**src/rtl/cdb_pkg.sv**
```systemverilog
package cdb_pkg;
  localparam int unsigned CDB_NUM_CH      = 6;
  localparam int unsigned CDB_RATIO_W     = 10;
  localparam int unsigned CDB_PHASE_W     = 6;
  localparam int unsigned CDB_SYNC_STAGES = 2;

  typedef struct packed {
    logic run;      // channels may advance
    logic restart;  // one-cycle preset from a manual sync
  } cdb_ctrl_t;
endpackage

```
**src/rtl/cdb_sync_ctrl.sv**
```systemverilog
module cdb_sync_ctrl
  import cdb_pkg::*;
#(
  parameter int unsigned SYNC_STAGES = CDB_SYNC_STAGES
) (
  input  logic      clk_i,
  input  logic      rst_ni,
  input  logic      pll_locked_i,
  input  logic      force_release_i,
  input  logic      sync_req_i,
  output logic      rst_int_no,
  output cdb_ctrl_t ctrl_o
);
  logic [SYNC_STAGES-1:0] rst_pipe_q;
  logic                   sreq_q;
  cdb_ctrl_t              ctrl_q, ctrl_d;

  // reset asserted asynchronously, released on the clock
  always_ff @(posedge clk_i or negedge rst_ni) begin
    if (!rst_ni) rst_pipe_q <= '0;
    else         rst_pipe_q <= {rst_pipe_q[SYNC_STAGES-2:0], 1'b1};
  end
  assign rst_int_no = rst_pipe_q[SYNC_STAGES-1];

  always_comb begin
    ctrl_d.run     = pll_locked_i | force_release_i;
    ctrl_d.restart = sreq_q & ~sync_req_i;
  end

  always_ff @(posedge clk_i or negedge rst_int_no) begin
    if (!rst_int_no) begin
      ctrl_q <= '0;
      sreq_q <= 1'b0;
    end else begin
      ctrl_q <= ctrl_d;
      sreq_q <= sync_req_i;
    end
  end

  assign ctrl_o = ctrl_q;
endmodule

```
**src/rtl/cdb_channel.sv**
```systemverilog
module cdb_channel #(
  parameter int unsigned RATIO_W = 10,
  parameter int unsigned PHASE_W = 6
) (
  input  logic               clk_i,
  input  logic               rst_ni,
  input  logic               hold_i,
  input  logic               pwrdn_i,
  input  logic               invert_i,
  input  logic [RATIO_W-1:0] ratio_i,
  input  logic [PHASE_W-1:0] phase_i,
  output logic               lvl_a_o,
  output logic               lvl_b_o
);
  localparam int unsigned POS_W = RATIO_W + 1;

  typedef struct packed {
    logic [PHASE_W-1:0] wait_cnt;
    logic [POS_W-1:0]   pos;
  } chan_st_t;

  chan_st_t         st_q, st_d, st_h1, st_h2, st_preset;
  logic [POS_W-1:0] eff, per;

  // advance by one input half-period
  function automatic chan_st_t half_step(chan_st_t s, logic [POS_W-1:0] p);
    chan_st_t r = s;
    if (s.wait_cnt != '0)        r.wait_cnt = s.wait_cnt - 1'b1;
    else if (s.pos + 1'b1 >= p)  r.pos = '0;
    else                         r.pos = s.pos + 1'b1;
    return r;
  endfunction

  function automatic logic half_level(chan_st_t s, logic [POS_W-1:0] e);
    return (s.wait_cnt == '0) && (s.pos < e);
  endfunction

  always_comb begin
    eff       = (ratio_i == '0) ? POS_W'(1) : POS_W'(ratio_i);
    per       = {eff[POS_W-2:0], 1'b0};
    st_h1     = half_step(st_q, per);
    st_h2     = half_step(st_h1, per);
    st_preset = '{wait_cnt: phase_i, pos: '0};
    if (pwrdn_i) begin
      st_d    = st_preset;
      lvl_a_o = 1'b0;
      lvl_b_o = 1'b0;
    end else if (hold_i) begin
      st_d    = st_preset;
      lvl_a_o = invert_i;
      lvl_b_o = invert_i;
    end else begin
      st_d    = st_h2;
      lvl_a_o = half_level(st_q, eff) ^ invert_i;
      lvl_b_o = half_level(st_h1, eff) ^ invert_i;
    end
  end

  always_ff @(posedge clk_i or negedge rst_ni) begin
    if (!rst_ni) st_q <= '0;
    else         st_q <= st_d;
  end
endmodule

```
**src/rtl/cdb_out_cell.sv**
```systemverilog
module cdb_out_cell (
  input  logic clk_i,
  input  logic rst_ni,
  input  logic lvl_a_i,
  input  logic lvl_b_i,
  output logic clk_o
);
  logic rise_q, rise_d, fall_q, fall_d, b_q;

  // rise_q ^ fall_q shows lvl_a in the high phase and lvl_b in the low phase
  always_comb begin
    rise_d = lvl_a_i ^ fall_q;
    fall_d = b_q ^ rise_q;
  end

  always_ff @(posedge clk_i or negedge rst_ni) begin
    if (!rst_ni) begin
      rise_q <= 1'b0;
      b_q    <= 1'b0;
    end else begin
      rise_q <= rise_d;
      b_q    <= lvl_b_i;
    end
  end

  always_ff @(negedge clk_i or negedge rst_ni) begin
    if (!rst_ni) fall_q <= 1'b0;
    else         fall_q <= fall_d;
  end

  assign clk_o = rise_q ^ fall_q;
endmodule

```
**src/rtl/clkdiv_phase_bank.sv**
```systemverilog
module clkdiv_phase_bank
  import cdb_pkg::*;
#(
  parameter int unsigned NUM_CH  = CDB_NUM_CH,
  parameter int unsigned RATIO_W = CDB_RATIO_W,
  parameter int unsigned PHASE_W = CDB_PHASE_W
) (
  input  logic                      clk_i,
  input  logic                      rst_ni,
  input  logic                      pll_locked_i,
  input  logic                      force_release_i,
  input  logic                      sync_req_i,
  input  logic [NUM_CH*RATIO_W-1:0] ratio_i,
  input  logic [NUM_CH*PHASE_W-1:0] phase_i,
  input  logic [NUM_CH-1:0]         invert_i,
  input  logic [NUM_CH-1:0]         ignore_sync_i,
  input  logic [NUM_CH-1:0]         pwrdn_i,
  output logic [NUM_CH-1:0]         clk_o
);
  logic      rst_int_n;
  cdb_ctrl_t ctrl;

  cdb_sync_ctrl u_ctrl (
    .clk_i          (clk_i),
    .rst_ni         (rst_ni),
    .pll_locked_i   (pll_locked_i),
    .force_release_i(force_release_i),
    .sync_req_i     (sync_req_i),
    .rst_int_no     (rst_int_n),
    .ctrl_o         (ctrl)
  );

  for (genvar i = 0; i < NUM_CH; i++) begin : g_ch
    logic hold, lvl_a, lvl_b;
    assign hold = ~ignore_sync_i[i] & (~ctrl.run | ctrl.restart);

    cdb_channel #(.RATIO_W(RATIO_W), .PHASE_W(PHASE_W)) u_chan (
      .clk_i   (clk_i),
      .rst_ni  (rst_int_n),
      .hold_i  (hold),
      .pwrdn_i (pwrdn_i[i]),
      .invert_i(invert_i[i]),
      .ratio_i (ratio_i[i*RATIO_W +: RATIO_W]),
      .phase_i (phase_i[i*PHASE_W +: PHASE_W]),
      .lvl_a_o (lvl_a),
      .lvl_b_o (lvl_b)
    );

    cdb_out_cell u_out (
      .clk_i  (clk_i),
      .rst_ni (rst_int_n),
      .lvl_a_i(lvl_a),
      .lvl_b_i(lvl_b),
      .clk_o  (clk_o[i])
    );
  end
endmodule

```
**config.mk**
```make
export PLATFORM = sky130hd
export DESIGN_NAME = clkdiv_phase_bank
export DESIGN_NICKNAME = d
export VERILOG_FILES = /design/src/rtl/cdb_pkg.sv /design/src/rtl/cdb_sync_ctrl.sv /design/src/rtl/cdb_channel.sv /design/src/rtl/cdb_out_cell.sv /design/src/rtl/clkdiv_phase_bank.sv
export SDC_FILE = /design/constraint.sdc
export NUM_CORES = 1
export LEC_CHECK = 0
export BUFFER_PORTS_ARGS = -buffer_cell sky130_fd_sc_hd__buf_2
export CORE_UTILIZATION = 50
export DETAILED_ROUTE_END_ITERATION = 10
export PLACE_DENSITY_LB_ADDON = 0.2
export SYNTH_ARGS = -nofsm -noshare
export SYNTH_HDL_FRONTEND = slang
export SYNTH_SLANG_ARGS = --single-unit
```
**constraint.sdc**
```tcl
create_clock -name clk_i -period 6.95 [get_ports clk_i]
set_input_delay 0.695 -clock clk_i [delete_from_list [all_inputs] [get_ports clk_i]]
set_output_delay 0.695 -clock clk_i [all_outputs]
set_load 0.01 [all_outputs]
```
After elaboration in Yosys (flattened, before gate mapping)
Index checks and enable logic that the tools add are counted.
W data, S select, Z words.
{"block": "word_totals", "reg_bits": 125, "latch_bits": 0, "ramBits": 0, "rom_bits": 0, "inputBits": 119, "mem_count": 0}
{"block": "classes", "add_sub_neg": 24, "n_mul": 0, "div_mod_pow": 0, "n_lt_le_gt_ge": 24, "eq_ne": 0, "n_shift": 0, "muxes": 78, "bitwise_logic": 47, "reduce_logical": 42}
{"op": "$mux W11", "count": 24}
{"op": "$mux W17", "count": 12}
{"op": "$add A11 B1 Y11 const B", "count": 12}
{"op": "$ge A11 B11 Y1", "count": 12}
{"op": "$lt A11 B11 Y1", "count": 12}
{"op": "$logic_not A6 Y1", "count": 12}
{"op": "$mux W6", "count": 12}
{"op": "$reduce_bool A6 Y1", "count": 12}
{"op": "$sub A6 B1 Y6 const B", "count": 12}
{"op": "$logic_not A10 Y1", "count": 6}
{"op": "$mux W10", "count": 6}
{"op": "$xor A1 B1 Y1", "count": 30}
{"op": "$mux W1", "count": 24}
{"op": "$logic_and A1 B1 Y1", "count": 12}
{"op": "$not A1 Y1", "count": 8}
{"op": "$and A1 B1 Y1", "count": 7}
{"op": "$or A1 B1 Y1", "count": 2}

Depth between registers and ports, before layout
{"block": "logic_depth", "depth_word": 11, "depth_mapped": 28}

Modules after synthesis
Synthesis repeated with hierarchy kept, for this count alone.
{"block": "hier_totals", "hier_cells": 2083, "hier_area_um2": 16846.2}
{"module": "cdb_channel (g_ch[1].u_chan ...)", "instances": 4, "cells_per_inst": 341, "area_per_inst_um2": 2700.1, "seq_area_each_um2": 425.4}
{"module": "cdb_channel (g_ch[0].u_chan)", "instances": 1, "cells_per_inst": 344, "area_per_inst_um2": 2677.6, "seq_area_each_um2": 425.4}
{"module": "cdb_channel (g_ch[2].u_chan)", "instances": 1, "cells_per_inst": 324, "area_per_inst_um2": 2582.5, "seq_area_each_um2": 425.4}
{"module": "cdb_out_cell", "instances": 6, "cells_per_inst": 6, "area_per_inst_um2": 101.3, "seq_area_each_um2": 75.1}
{"module": "cdb_sync_ctrl", "instances": 1, "cells_per_inst": 8, "area_per_inst_um2": 141.4, "seq_area_each_um2": 125.1}
{"module": "clkdiv_phase_bank", "instances": 1, "cells_per_inst": 7, "area_per_inst_um2": 36.3, "seq_area_each_um2": 0.0}

==> out/metrics.csv <==
stage;metric;value;unit
final_layout;post-route cell area;17200;um^2
final_layout;Nets;2446;
cts;H-tree depth;4;
cts;CTS tree;done;
timing;Slew @ Worst Pin;1.09;ns
cts;Clock Root Buffer;clkbuf_16;
floorplanning;Starting Density;0.510;
cts;CTS sink cnt;125;
timing;Worst slew margin;0.267;
cts;cts bufs inserted;17;
placement;IO Port Bufs;124;
critical_path;CP Data Arrival Time;6.79;ns
logic_synthesis;post-synthesis sequential area ratio;0.199;
critical_path;CP required;7.30;ns
floorplanning;Core Region;30700;um^2
routing;Iteration-0 DRC Markers;1303;
global_route;vias in the first global route;14129;
routing;vias;14881;
status;failing checks;DRC;
global_route;total global-route track usage;0.270;
timing;Final Max Tran Viols;0;
logic_synthesis;post-synth net total;2359;
critical_path;CP Class;flip-flop to flip-flop;
cts;Clock Tree Buf Depth;2;
cts;hold-fix buffers at CTS;0;
timing;minimum clock period;6.44;ns
global_route;antenna violations before repair;0;
timing;TNS Setup;0;ns
placement;post-detail-place hpwl;33.3;mm
logic_synthesis;Main synth FF type;dfrtp_1;
power;Pleak;8.73;nW
floorplanning;row cnt;64;
global_route;first-pass GRT wire length;69.4;mm
routing;final WL;42.6;mm
critical_path;crit path launch type;flip-flop;
logic_synthesis;Cell variety after synth;87;
hold_path;HP Class;input port to async pin;
run;max cap viols;0;
timing;RSZ-0062 raised after global routing;no;
routing;Detailed Routing Iterations Pass 1;9;
routing;Via density;6.01;
critical_path;Critical Path Sink Type;flip-flop;
routing;WL/cell;17.2;um
logic_synthesis;async set-or-reset flop fraction in the synthesized netlist;1.00;
floorplanning;Die W;179;um
final_layout;Finished Layout Cells;2478;
timing;Clock Skews;0.0348;ns
placement;Final GP Congestion;0.950;
placement;dpl cells;2446;
final_layout;final design utilization;0.560;
logic_synthesis;synthesized area;15700;um^2
floorplanning;die footprint;32100;um^2
status;outcome;complete, but fails checks;
routing;# DRC;18;
timing;setup ws final;0.510;ns
final_layout;Area Growth Syn to Fin;9.73;%
timing;final hold vios;0;
routing;Post-DRT Antenna Nets;0;
timing;crit share post-route;0.927;
final_layout;commonest non-fill, non-tap cell in the layout;ha_1;
final_layout;Inserted Diodes;0;
logic_synthesis;synthesized instance count;1982;
cts;Clock Latency Late Sink;0.44;ns
timing;worst hold margin;0.0262;ns
logic_synthesis;YS warnings;0;
floorplanning;Die Y;179;um
logic_synthesis;synthesized area per cell;7.92;um^2
timing;Fmax achieved;155;MHz
critical_path;Crit Path Max Fanout;11;
global_route;gr ovfl total;0;
timing;final setup vio count;0;
power;VDD IR max;0.000178;V
logic_synthesis;EDFF count, synth;0;
power;pwr dens;191;nW/um^2
logic_synthesis;#FFs+latches synth;125;
global_route;pin count of the biggest net entering global routing;53;
placement;Placed Area;16600;um^2
cts;Worst-path clk slew;0.06;ns
floorplanning;IO Pins;125;
final_layout;layout cells sized above 1;0.0999;
placement;dpl ws;0.602;ns
final_layout;most frequent cells in the layout;258 x ha_1, 205 x nand2_1, 151 x inv_1;
power;Pwr Total;3.29;mW
==> flip-flops by register name (all words and copies together) (netlist names) <==
name and count:
g_ch.u_chan.st_q 102, u_ctrl.rst_pipe_q 2, u_ctrl.sreq_q 1, g_ch.u_out.rise_q 6, g_ch.u_out.b_q 6, u_ctrl.ctrl_o 2, g_ch.u_out.fall_q 6
==> cells by family after synthesis <==
kind of cell,count (synthesis),share of synthesized area
AOI/OAI and AO/OA,541,0.228
xor gates and xnor gates,173,0.0966
adders and majority gates,258,0.206
buffers and inverters,221,0.0553
DFF,125,0.199
muxes,16,0.0106
other,1,0.000239
and+or+nand+nor,647,0.205
==> worst max-delay path, stage by stage (launching register included) <==
cell and delay, ns:
dfrtp_1 0.56, ha_1 0.31, nand2_1 0.07, nor2_1 0.23, and4_1 0.25, nand3_1 0.10, xnor2_1 0.21, ha_1 0.29
a41oi_1 0.26, nand3_1 0.22, a21oi_2 0.45, a221o_1 0.36, nand4_1 0.31, and4b_1 0.36, xnor2_1 0.14, inv_1 0.06
ha_1 0.29, and4_1 0.26, nand4_1 0.16, o32ai_1 0.09, or3_1 0.33, a211oi_1 0.33, o31ai_2 0.25, a211oi_1 0.25
o21ai_0 0.11, o31ai_1 0.09
==> worst paths after layout <==
path,from,end,slack [ns],cells past startpoint
worst max-delay path,g_ch[5].u_chan.st_q[0],g_ch[5].u_chan.st_q[1],0.51,25
min in group clk_i,u_ctrl.rst_pipe_q[0],u_ctrl.rst_pipe_q[1],0.35,0
max in group asynchronous,u_ctrl.rst_pipe_q[1],g_ch[2].u_out.fall_q,2.70,0
worst min register to register,u_ctrl.rst_pipe_q[0],u_ctrl.rst_pipe_q[1],0.35,0
worst max register to register,g_ch[5].u_chan.st_q[0],g_ch[5].u_chan.st_q[1],0.51,25
worst min-delay path,rst_ni,u_ctrl.rst_pipe_q[1],0.03,1
==> cell usage after synthesis (all sizes together) (13+ instances only) <==
cell type	n	area, um^2
xor2	82	718
xnor2	91	797
nor4	13	87.6
a21o	50	375
and4	14	123
and3	17	106
a22o	28	245
buf	21	118
ha	258	3230
nor2b	35	219
dfrtp	119	2980
a22oi	16	125
nand4	47	300
nand3	65	330
nor3	48	250
a211oi	16	138
nor2	127	484
o21a	17	128
o31ai	17	128
and2	18	113
o211ai	16	120
o21ai	138	698
o2111ai	13	114
inv	151	567
nand2	205	769
a31oi	14	87.6
a21oi	129	653
clkbuf	48	180
==> final cells by class <==
class,count,area (um^2)
inverter,152,571
clock inverter,13,168
sequential,125,3130
fill,2870,13500
multi-input combinational,1636,11700
tap,396,495
timing repair buffer,137,718
clock buffer,19,433
==> layer usage <==
layer	track usage	wire, um	vias to the layer above
li1	-	-	7373
met1	0.363	19800	6979
met2	0.442	19600	464
met3	0.0388	2390	65
met4	0.0840	812	0
met5	0	0	-
==> report_power, final <==
group / switching [mW] / leakage, nW / internal (mW)
logic: 0.781 / 6.81 / 0.556
registers: 0.160 / 1.63 / 0.851
clock network: 0.378 / 0.288 / 0.567
total: 1.32 / 8.73 / 1.97
==> what timing repair did <==
action                                  CTS  global route
endpoints found under the hold margin     0             0
endpoints found under the setup margin    0             6
buffers inserted                          0             0
resized for setup                         0             3
Note: power is estimated with default switching activity, not from simulation.
